### src/rtl/baud_solver_pkg.sv
package baud_solver_pkg;
  localparam int unsigned CFG_W       = 32;
  localparam int unsigned SRC_SEL_BIT = 19;
  localparam int unsigned P1_LSB      = 15;
  localparam int unsigned P2_LSB      = 12;
  localparam int unsigned IDX_LSB     = 10;
  localparam int unsigned P_W         = 3;
  localparam int unsigned MUL_W       = 12;  // holds 63*6*6
  localparam int unsigned LAST_STAGE  = 3;

  typedef enum logic [1:0] {
    ST_IDLE,
    ST_LAUNCH,
    ST_WAIT,
    ST_ZERO
  } solver_state_e;
endpackage

### src/rtl/baud_solver_div.sv
module baud_solver_div #(
  parameter int unsigned NUM_W = 45,
  parameter int unsigned DEN_W = 44
) (
  input  logic             clk_i,
  input  logic             rst_ni,
  input  logic             start_i,
  input  logic [NUM_W-1:0] num_i,
  input  logic [DEN_W-1:0] den_i,
  output logic             done_o,
  output logic [NUM_W-1:0] quo_o
);
  localparam int unsigned CNT_W = $clog2(NUM_W + 1);

  logic [DEN_W-1:0] rem_q, den_q, rem_nx;
  logic [NUM_W-1:0] quo_q;
  logic [CNT_W-1:0] cnt_q;
  logic             run_q;
  logic [DEN_W:0]   trial, diff;
  logic             ge;

  always_comb begin
    trial  = {rem_q, quo_q[NUM_W-1]};
    diff   = trial - {1'b0, den_q};
    ge     = trial >= {1'b0, den_q};
    rem_nx = ge ? diff[DEN_W-1:0] : trial[DEN_W-1:0];
  end

  always_ff @(posedge clk_i or negedge rst_ni) begin
    if (!rst_ni) begin
      rem_q  <= '0;
      den_q  <= '0;
      quo_q  <= '0;
      cnt_q  <= '0;
      run_q  <= 1'b0;
      done_o <= 1'b0;
    end else begin
      done_o <= 1'b0;
      if (start_i) begin
        rem_q <= '0;
        quo_q <= num_i;
        den_q <= den_i;
        cnt_q <= CNT_W'(NUM_W);
        run_q <= 1'b1;
      end else if (run_q) begin
        rem_q <= rem_nx;
        quo_q <= {quo_q[NUM_W-2:0], ge};
        cnt_q <= cnt_q - 1'b1;
        if (cnt_q == CNT_W'(1)) begin
          run_q  <= 1'b0;
          done_o <= 1'b1;
        end
      end
    end
  end

  assign quo_o = quo_q;
endmodule

### src/rtl/baud_solver_stage.sv
module baud_solver_stage
  import baud_solver_pkg::*;
#(
  parameter int unsigned OVS_FW   = 8,
  parameter int unsigned OVS_N    = 4,
  parameter int unsigned OVS_BASE = 16,
  parameter int unsigned OVS_MAX  = 63,
  parameter int unsigned P_MAX    = 6
) (
  input  logic [1:0]              stage_i,
  output logic [P_W-1:0]          p1_o,
  output logic [P_W-1:0]          p2_o,
  output logic [MUL_W-1:0]        mul_o,
  output logic [OVS_FW*OVS_N-1:0] ovs_o
);
  logic [MUL_W-1:0] f;

  always_comb begin
    p1_o = (stage_i >= 2'd1) ? P_W'(P_MAX) : P_W'(1);
    p2_o = (stage_i >= 2'd2) ? P_W'(P_MAX) : P_W'(1);
    f    = (stage_i == 2'(LAST_STAGE)) ? MUL_W'(OVS_MAX) : MUL_W'(OVS_BASE);
    mul_o = f * MUL_W'(p1_o) * MUL_W'(p2_o);
  end

  for (genvar g = 0; g < OVS_N; g++) begin : g_ovs
    assign ovs_o[g*OVS_FW +: OVS_FW] =
      (stage_i == 2'(LAST_STAGE)) ? OVS_FW'(OVS_MAX) : '0;
  end
endmodule

### src/rtl/baud_solver_pack.sv
module baud_solver_pack
  import baud_solver_pkg::*;
#(
  parameter int unsigned DIV_W = 10,
  parameter int unsigned IDX_W = 2
) (
  input  logic [DIV_W-1:0] div_i,
  input  logic [P_W-1:0]   p1_i,
  input  logic [P_W-1:0]   p2_i,
  input  logic [IDX_W-1:0] idx_i,
  output logic [CFG_W-1:0] cfg_o
);
  always_comb begin
    cfg_o = '0;
    cfg_o[DIV_W-1:0]                = div_i;
    cfg_o[IDX_LSB +: IDX_W]         = idx_i;
    cfg_o[P2_LSB +: P_W]            = p2_i;
    cfg_o[P1_LSB +: P_W]            = p1_i;
    cfg_o[SRC_SEL_BIT]              = 1'b1;
  end
endmodule

### src/rtl/baud_solver.sv
module baud_solver
  import baud_solver_pkg::*;
#(
  parameter int unsigned RATE_W = 32,
  parameter int unsigned BAUD_W = 32,
  parameter int unsigned DIV_W  = 10,
  parameter int unsigned IDX_W  = 2,
  parameter int unsigned OVS_FW = 8,
  parameter int unsigned OVS_N  = 4
) (
  input  logic                    clk_i,
  input  logic                    rst_ni,
  input  logic                    start_i,
  input  logic [RATE_W-1:0]       rate_i,
  input  logic [BAUD_W-1:0]       baud_i,
  input  logic [IDX_W-1:0]        src_idx_i,
  output logic                    busy_o,
  output logic                    done_o,
  output logic [CFG_W-1:0]        cfg_o,
  output logic [OVS_FW*OVS_N-1:0] ovs_o,
  output logic                    err_o
);
  localparam int unsigned DEN_W   = BAUD_W + MUL_W;
  localparam int unsigned NUM_W   = ((RATE_W > DEN_W) ? RATE_W : DEN_W) + 1;
  localparam int unsigned DIV_MAX = (1 << DIV_W) - 1;
  localparam int unsigned OVS_W   = OVS_FW * OVS_N;

  solver_state_e      st_q;
  logic [1:0]         stage_q;
  logic [RATE_W-1:0]  rate_q;
  logic [BAUD_W-1:0]  baud_q;
  logic [IDX_W-1:0]   idx_q;

  logic [P_W-1:0]     p1, p2;
  logic [MUL_W-1:0]   mul;
  logic [OVS_W-1:0]   ovs_nx;
  logic [DEN_W-1:0]   den;
  logic [NUM_W-1:0]   num, quo;
  logic               div_start, div_done, too_big;
  logic [DIV_W-1:0]   div_fin, div_sel;
  logic [CFG_W-1:0]   cfg_nx;

  baud_solver_stage #(.OVS_FW(OVS_FW), .OVS_N(OVS_N)) i_stage (
    .stage_i (stage_q),
    .p1_o    (p1),
    .p2_o    (p2),
    .mul_o   (mul),
    .ovs_o   (ovs_nx)
  );

  always_comb begin
    den       = DEN_W'(baud_q) * DEN_W'(mul);
    num       = NUM_W'(rate_q) + NUM_W'(den >> 1);
    div_start = (st_q == ST_LAUNCH);
  end

  baud_solver_div #(.NUM_W(NUM_W), .DEN_W(DEN_W)) i_div (
    .clk_i   (clk_i),
    .rst_ni  (rst_ni),
    .start_i (div_start),
    .num_i   (num),
    .den_i   (den),
    .done_o  (div_done),
    .quo_o   (quo)
  );

  always_comb begin
    too_big = quo > NUM_W'(DIV_MAX);
    if (quo == '0)   div_fin = DIV_W'(1);
    else if (too_big) div_fin = DIV_W'(DIV_MAX);
    else              div_fin = quo[DIV_W-1:0];
    div_sel = (st_q == ST_ZERO) ? DIV_W'(DIV_MAX) : div_fin;
  end

  baud_solver_pack #(.DIV_W(DIV_W), .IDX_W(IDX_W)) i_pack (
    .div_i (div_sel),
    .p1_i  (p1),
    .p2_i  (p2),
    .idx_i (idx_q),
    .cfg_o (cfg_nx)
  );

  always_ff @(posedge clk_i or negedge rst_ni) begin
    if (!rst_ni) begin
      st_q    <= ST_IDLE;
      stage_q <= '0;
      rate_q  <= '0;
      baud_q  <= '0;
      idx_q   <= '0;
      cfg_o   <= '0;
      ovs_o   <= '0;
      err_o   <= 1'b0;
      done_o  <= 1'b0;
    end else begin
      done_o <= 1'b0;
      unique case (st_q)
        ST_IDLE: if (start_i) begin
          rate_q  <= rate_i;
          baud_q  <= baud_i;
          idx_q   <= src_idx_i;
          stage_q <= '0;
          st_q    <= (baud_i == '0) ? ST_ZERO : ST_LAUNCH;
        end
        ST_LAUNCH: st_q <= ST_WAIT;
        ST_WAIT: if (div_done) begin
          if (too_big && stage_q != 2'(LAST_STAGE)) begin
            stage_q <= stage_q + 2'd1;
            st_q    <= ST_LAUNCH;
          end else begin
            cfg_o  <= cfg_nx;
            ovs_o  <= ovs_nx;
            err_o  <= 1'b0;
            done_o <= 1'b1;
            st_q   <= ST_IDLE;
          end
        end
        ST_ZERO: begin
          cfg_o  <= cfg_nx;
          ovs_o  <= '0;
          err_o  <= 1'b1;
          done_o <= 1'b1;
          st_q   <= ST_IDLE;
        end
        default: st_q <= ST_IDLE;
      endcase
    end
  end

  assign busy_o = (st_q != ST_IDLE);
endmodule

### config.mk
export PLATFORM = sky130hd
export DESIGN_NAME = baud_solver
export DESIGN_NICKNAME = d
export VERILOG_FILES = /design/src/rtl/baud_solver_pkg.sv /design/src/rtl/baud_solver_div.sv /design/src/rtl/baud_solver_stage.sv /design/src/rtl/baud_solver_pack.sv /design/src/rtl/baud_solver.sv
export SDC_FILE = /design/constraint.sdc
export NUM_CORES = 1
export LEC_CHECK = 0
export BUFFER_PORTS_ARGS = -buffer_cell sky130_fd_sc_hd__buf_2
export CAP_MARGIN = 10
export CORE_MARGIN = 1.5
export CORE_UTILIZATION = 40
export CTS_CLUSTER_SIZE = 20
export DETAILED_ROUTE_END_ITERATION = 7
export HOLD_SLACK_MARGIN = 0.12
export PLACE_DENSITY = 0.65
export SYNTH_ARGS = -nofsm -noshare
export SYNTH_HDL_FRONTEND = slang
export SYNTH_HIERARCHICAL = 1
export SYNTH_SLANG_ARGS = --single-unit
### constraint.sdc
create_clock -name clk_i -period 25.8 [get_ports clk_i]
set_clock_uncertainty 0.15 [all_clocks]
set_input_delay 2.58 -clock clk_i [delete_from_list [all_inputs] [get_ports clk_i]]
set_output_delay 2.58 -clock clk_i [all_outputs]
set_load 0.1 [all_outputs]
==> reports/results.ini <==
[min_path]
min_path_type = register to register
hold_depth = 1

[clock_tree]
clock_sinks = 277
cts_buffers = 35
holdBufCountCts = 0
htreeDepth = 2
clk_pin_slew_worst_paths_ns = 0.06
root_buffer = clkbuf_16
clock_latency_ns = 0.58
cts.repair.resized = 0
cts_buffer_depth = 3
cts_tree = built
post-cts-setup-buffers = 0

[synth]
synthFlopType = dfrtp_1
syn_area_um2 = 29370
ys_seq_area_share_pct = 23.60
syn_inst = 3248
ys_ff_latch = 277
synth_edf_count = 0
syn_area_per_cell_um2 = 9.041
yosysWarnings = 6
synth_cell_types = 106
async_reset_ff_share_pct = 100.0

[worst_setup_path]
critPathCaptureType = register
cpPeakStageDelay_ns = 0.90
r2r_cells = 37
crit_fanout = 32
critPathBufInv = 4
cp_top_family = adder cells
worst-setup-path-type = register to register
path_depth = 37
worstSetupStartpointType = register
arrival_ns = 11.30
worstPathRequired_ns = 26.13
cpMostUsedCell = fa_1
crit_slowest_cell = ha_1

[final_layout]
utilization_pct = 43.24
drive_above_1_share_pct = 11.98
fin_nets = 3762
area_growth_pct = 7.256
num_antenna_cells = 0

[timing]
fin_tns_setup_ns = 0
setup_violations = 0
min_period_ns = 10.97
tightest_slew_ns = 1.134
slew_headroom_pct = 24.21
fmax_ghz = 0.09112
drv_slew = 0
holdWs_ns = 0.3221
hold_violations = 0
rsz0062_at_grt = no
fin_crit_sh_pct = 42.53

[global_route]
top_usage_layer = met2
grt_pass1_wl_um = 121000
grt_use_met3_pct = 2.443
grt_pass1_vias = 22110
overflow = 0
grt_max_degree = 146
grtUsageMet2_pct = 33.18
use_met1_pct = 27.94
grt_usage_pct = 20.11
antenna_found_initial = 1

[placed_design]
dp_hpwl_um = 57220
io_buffers = 135
finalWeightedCongestion = 0.9263

[detailed_routing]
viasPerCell = 5.280
drc = 0
vias = 22210
drtIter0Drc = 1358
ant_nets = 0
wl_um = 75200
wl_per_cell_um = 17.88
dr.pass1.iters = 7

[die]
dieArea_um2 = 75050
core_area_um2 = 72830
dieWidth_um = 274.0
initial_utilization_pct = 40.32
rows = 99
io-pin-count = 136
die_h_um = 274.0

[run_status]
outcome = completed

[flow_run]
max-cap-violations = 0

worst reg2reg max path, delay by kind of cell (launching register included):
kind                     cells  cell delay, ns
AO/OA/AOI/OAI                9            1.59
XOR/XNOR                     3            1.14
adder cells (fa/ha/maj)      9            4.50
buffers and inverters        4            0.38
flip-flops                   1            0.55
AND/OR/NAND/NOR             12            2.61
registers in the layout (all words and copies together) (netlist names):
signal / count
i_div/quo_o: 45
i_div/cnt_q: 6
baud_q: 32
i_div/done_o: 1
cfg_o: 32
rate_q: 32
idx_q: 2
done_o: 1
i_div/run_q: 1
i_div/den_q: 44
i_div/rem_q: 44
ovs_o: 32
st_q: 2
err_o: 1
stage_q: 2
worst paths after layout:
kind                                             start                           to  slack [ns]
worst max-delay path            stage_q[1]$_DFFE_PN0P_  i_div/quo_o[42]$_DFFE_PN0P_       14.83
worst min-delay path                 err_o$_DFFE_PN0P_            err_o$_DFFE_PN0P_        0.32
worst max register to register  stage_q[1]$_DFFE_PN0P_  i_div/quo_o[42]$_DFFE_PN0P_       14.83
worst min register to register       err_o$_DFFE_PN0P_            err_o$_DFFE_PN0P_        0.32
max in group asynchronous                       rst_ni        cfg_o[27]$_DFFE_PN0P_       22.03
min in group asynchronous                       rst_ni       baud_q[14]$_DFFE_PN0P_        1.85
synthesized netlist by cell type, types with 5 or more instances:
cell type,number,area [µm²]
nand3_1,42,210.2
a31oi_1,17,106.4
buf_1,7,26.28
or3_1,11,68.82
mux2i_1,88,880.8
nor2_1,151,566.8
a211oi_1,44,330.3
buf_4,72,540.5
and2_1,162,1013
o21a_1,14,105.1
o31ai_2,5,62.56
nand2_1,444,1667
xor2_1,32,280.3
o21ai_1,13,65.06
nor4_1,25,156.4
nor3_1,22,110.1
or2_2,7,43.79
o21ai_0,152,760.7
xnor2_1,71,621.9
a21oi_1,148,740.7
nand4_1,27,168.9
a311oi_1,6,52.55
a31o_2,5,43.79
ha_1,169,2115
o21bai_1,18,135.1
and3_1,21,131.4
nand2b_1,17,106.4
a21o_1,43,322.8
fa_1,303,6066
o211ai_1,14,105.1
mux2_2,102,1149
buf_6,6,67.56
inv_1,415,1558
dfrtp_1,277,6932
o2111ai_1,5,43.79
clkbuf_1,132,495.5
a41oi_1,6,52.55
a211o_1,5,43.79
buf_2,17,85.08
nor2b_1,10,62.56
and4_1,7,61.31
a22oi_1,8,60.06
layout by cell type, fill, tap and decap left out, types with 6 or more instances in the layout:
cell | Yosys | layout
a211oi_1 | 44 | 44
a21o_1 | 43 | 43
a21oi_1 | 148 | 147
a22oi_1 | 8 | 8
a311oi_1 | 6 | 6
a31oi_1 | 17 | 17
a41oi_1 | 6 | 6
and2_1 | 162 | 162
and3_1 | 21 | 21
and4_1 | 7 | 7
buf_2 | 17 | 134
buf_4 | 72 | 18
clkbuf_16 | 0 | 35
clkinv_2 | 0 | 7
conb_1 | 4 | 25
dfrtp_1 | 277 | 276
fa_1 | 303 | 303
ha_1 | 169 | 168
inv_1 | 415 | 415
mux2_2 | 102 | 102
mux2i_1 | 88 | 88
nand2_1 | 444 | 443
nand2b_1 | 17 | 17
nand3_1 | 42 | 42
nand4_1 | 27 | 27
nor2_1 | 151 | 149
nor2b_1 | 10 | 10
nor3_1 | 22 | 21
nor4_1 | 25 | 24
o211ai_1 | 14 | 14
o21a_1 | 14 | 14
o21ai_0 | 152 | 152
o21ai_1 | 13 | 13
o21bai_1 | 18 | 18
or2_2 | 7 | 7
or3_1 | 11 | 11
xnor2_1 | 71 | 70
xor2_1 | 32 | 32
metrics by stage:
stage | setup WS (ns) | std cells | area (µm²)
final | 14.83 | 4206 | 31500
after global routing | 14.01 | 4206 | 31500
after CTS | 14.88 | 4206 | 31500
after detailed placement | 14.93 | 4143 | 30280
after global placement | 15.02 | 4143 | 30280
after floorplan | 16.33 | 3269 | 29440
metal layers:
metal	vias up	routed length, µm
met5	-	0
met4	0	1736
met3	99	3597
met2	511	35420
met1	11050	34450
li1	10540	-
cells by family (layout without fill, tap and decap cells):
group | Yosys count | after routing | share of synthesized area [%]
and+or+nand+nor | 977 | 977 | 16.07
adders and majority gates | 472 | 472 | 27.86
other | 4 | 25 | 0.05111
xor gates and xnor gates | 104 | 104 | 3.127
DFF | 277 | 277 | 23.60
AOI/OAI and AO/OA | 568 | 568 | 12.68
muxes | 191 | 191 | 6.949
buffers and inverters | 655 | 633 | 9.663
layout make-up:
type / count / area (µm²)
well taps: 959 / 1200
fillers: 7174 / 41340
inverters: 416 / 1562
multi-input cells: 2337 / 19750
clock buffers: 42 / 942.2
clock inverters: 21 / 270.3
repair buffers: 154 / 840.8
flip-flops and latches: 277 / 6935
Power is left out: the tool's default activity adds up to more than one toggle a clock period on the data nets, which glitch-free logic cannot reach.
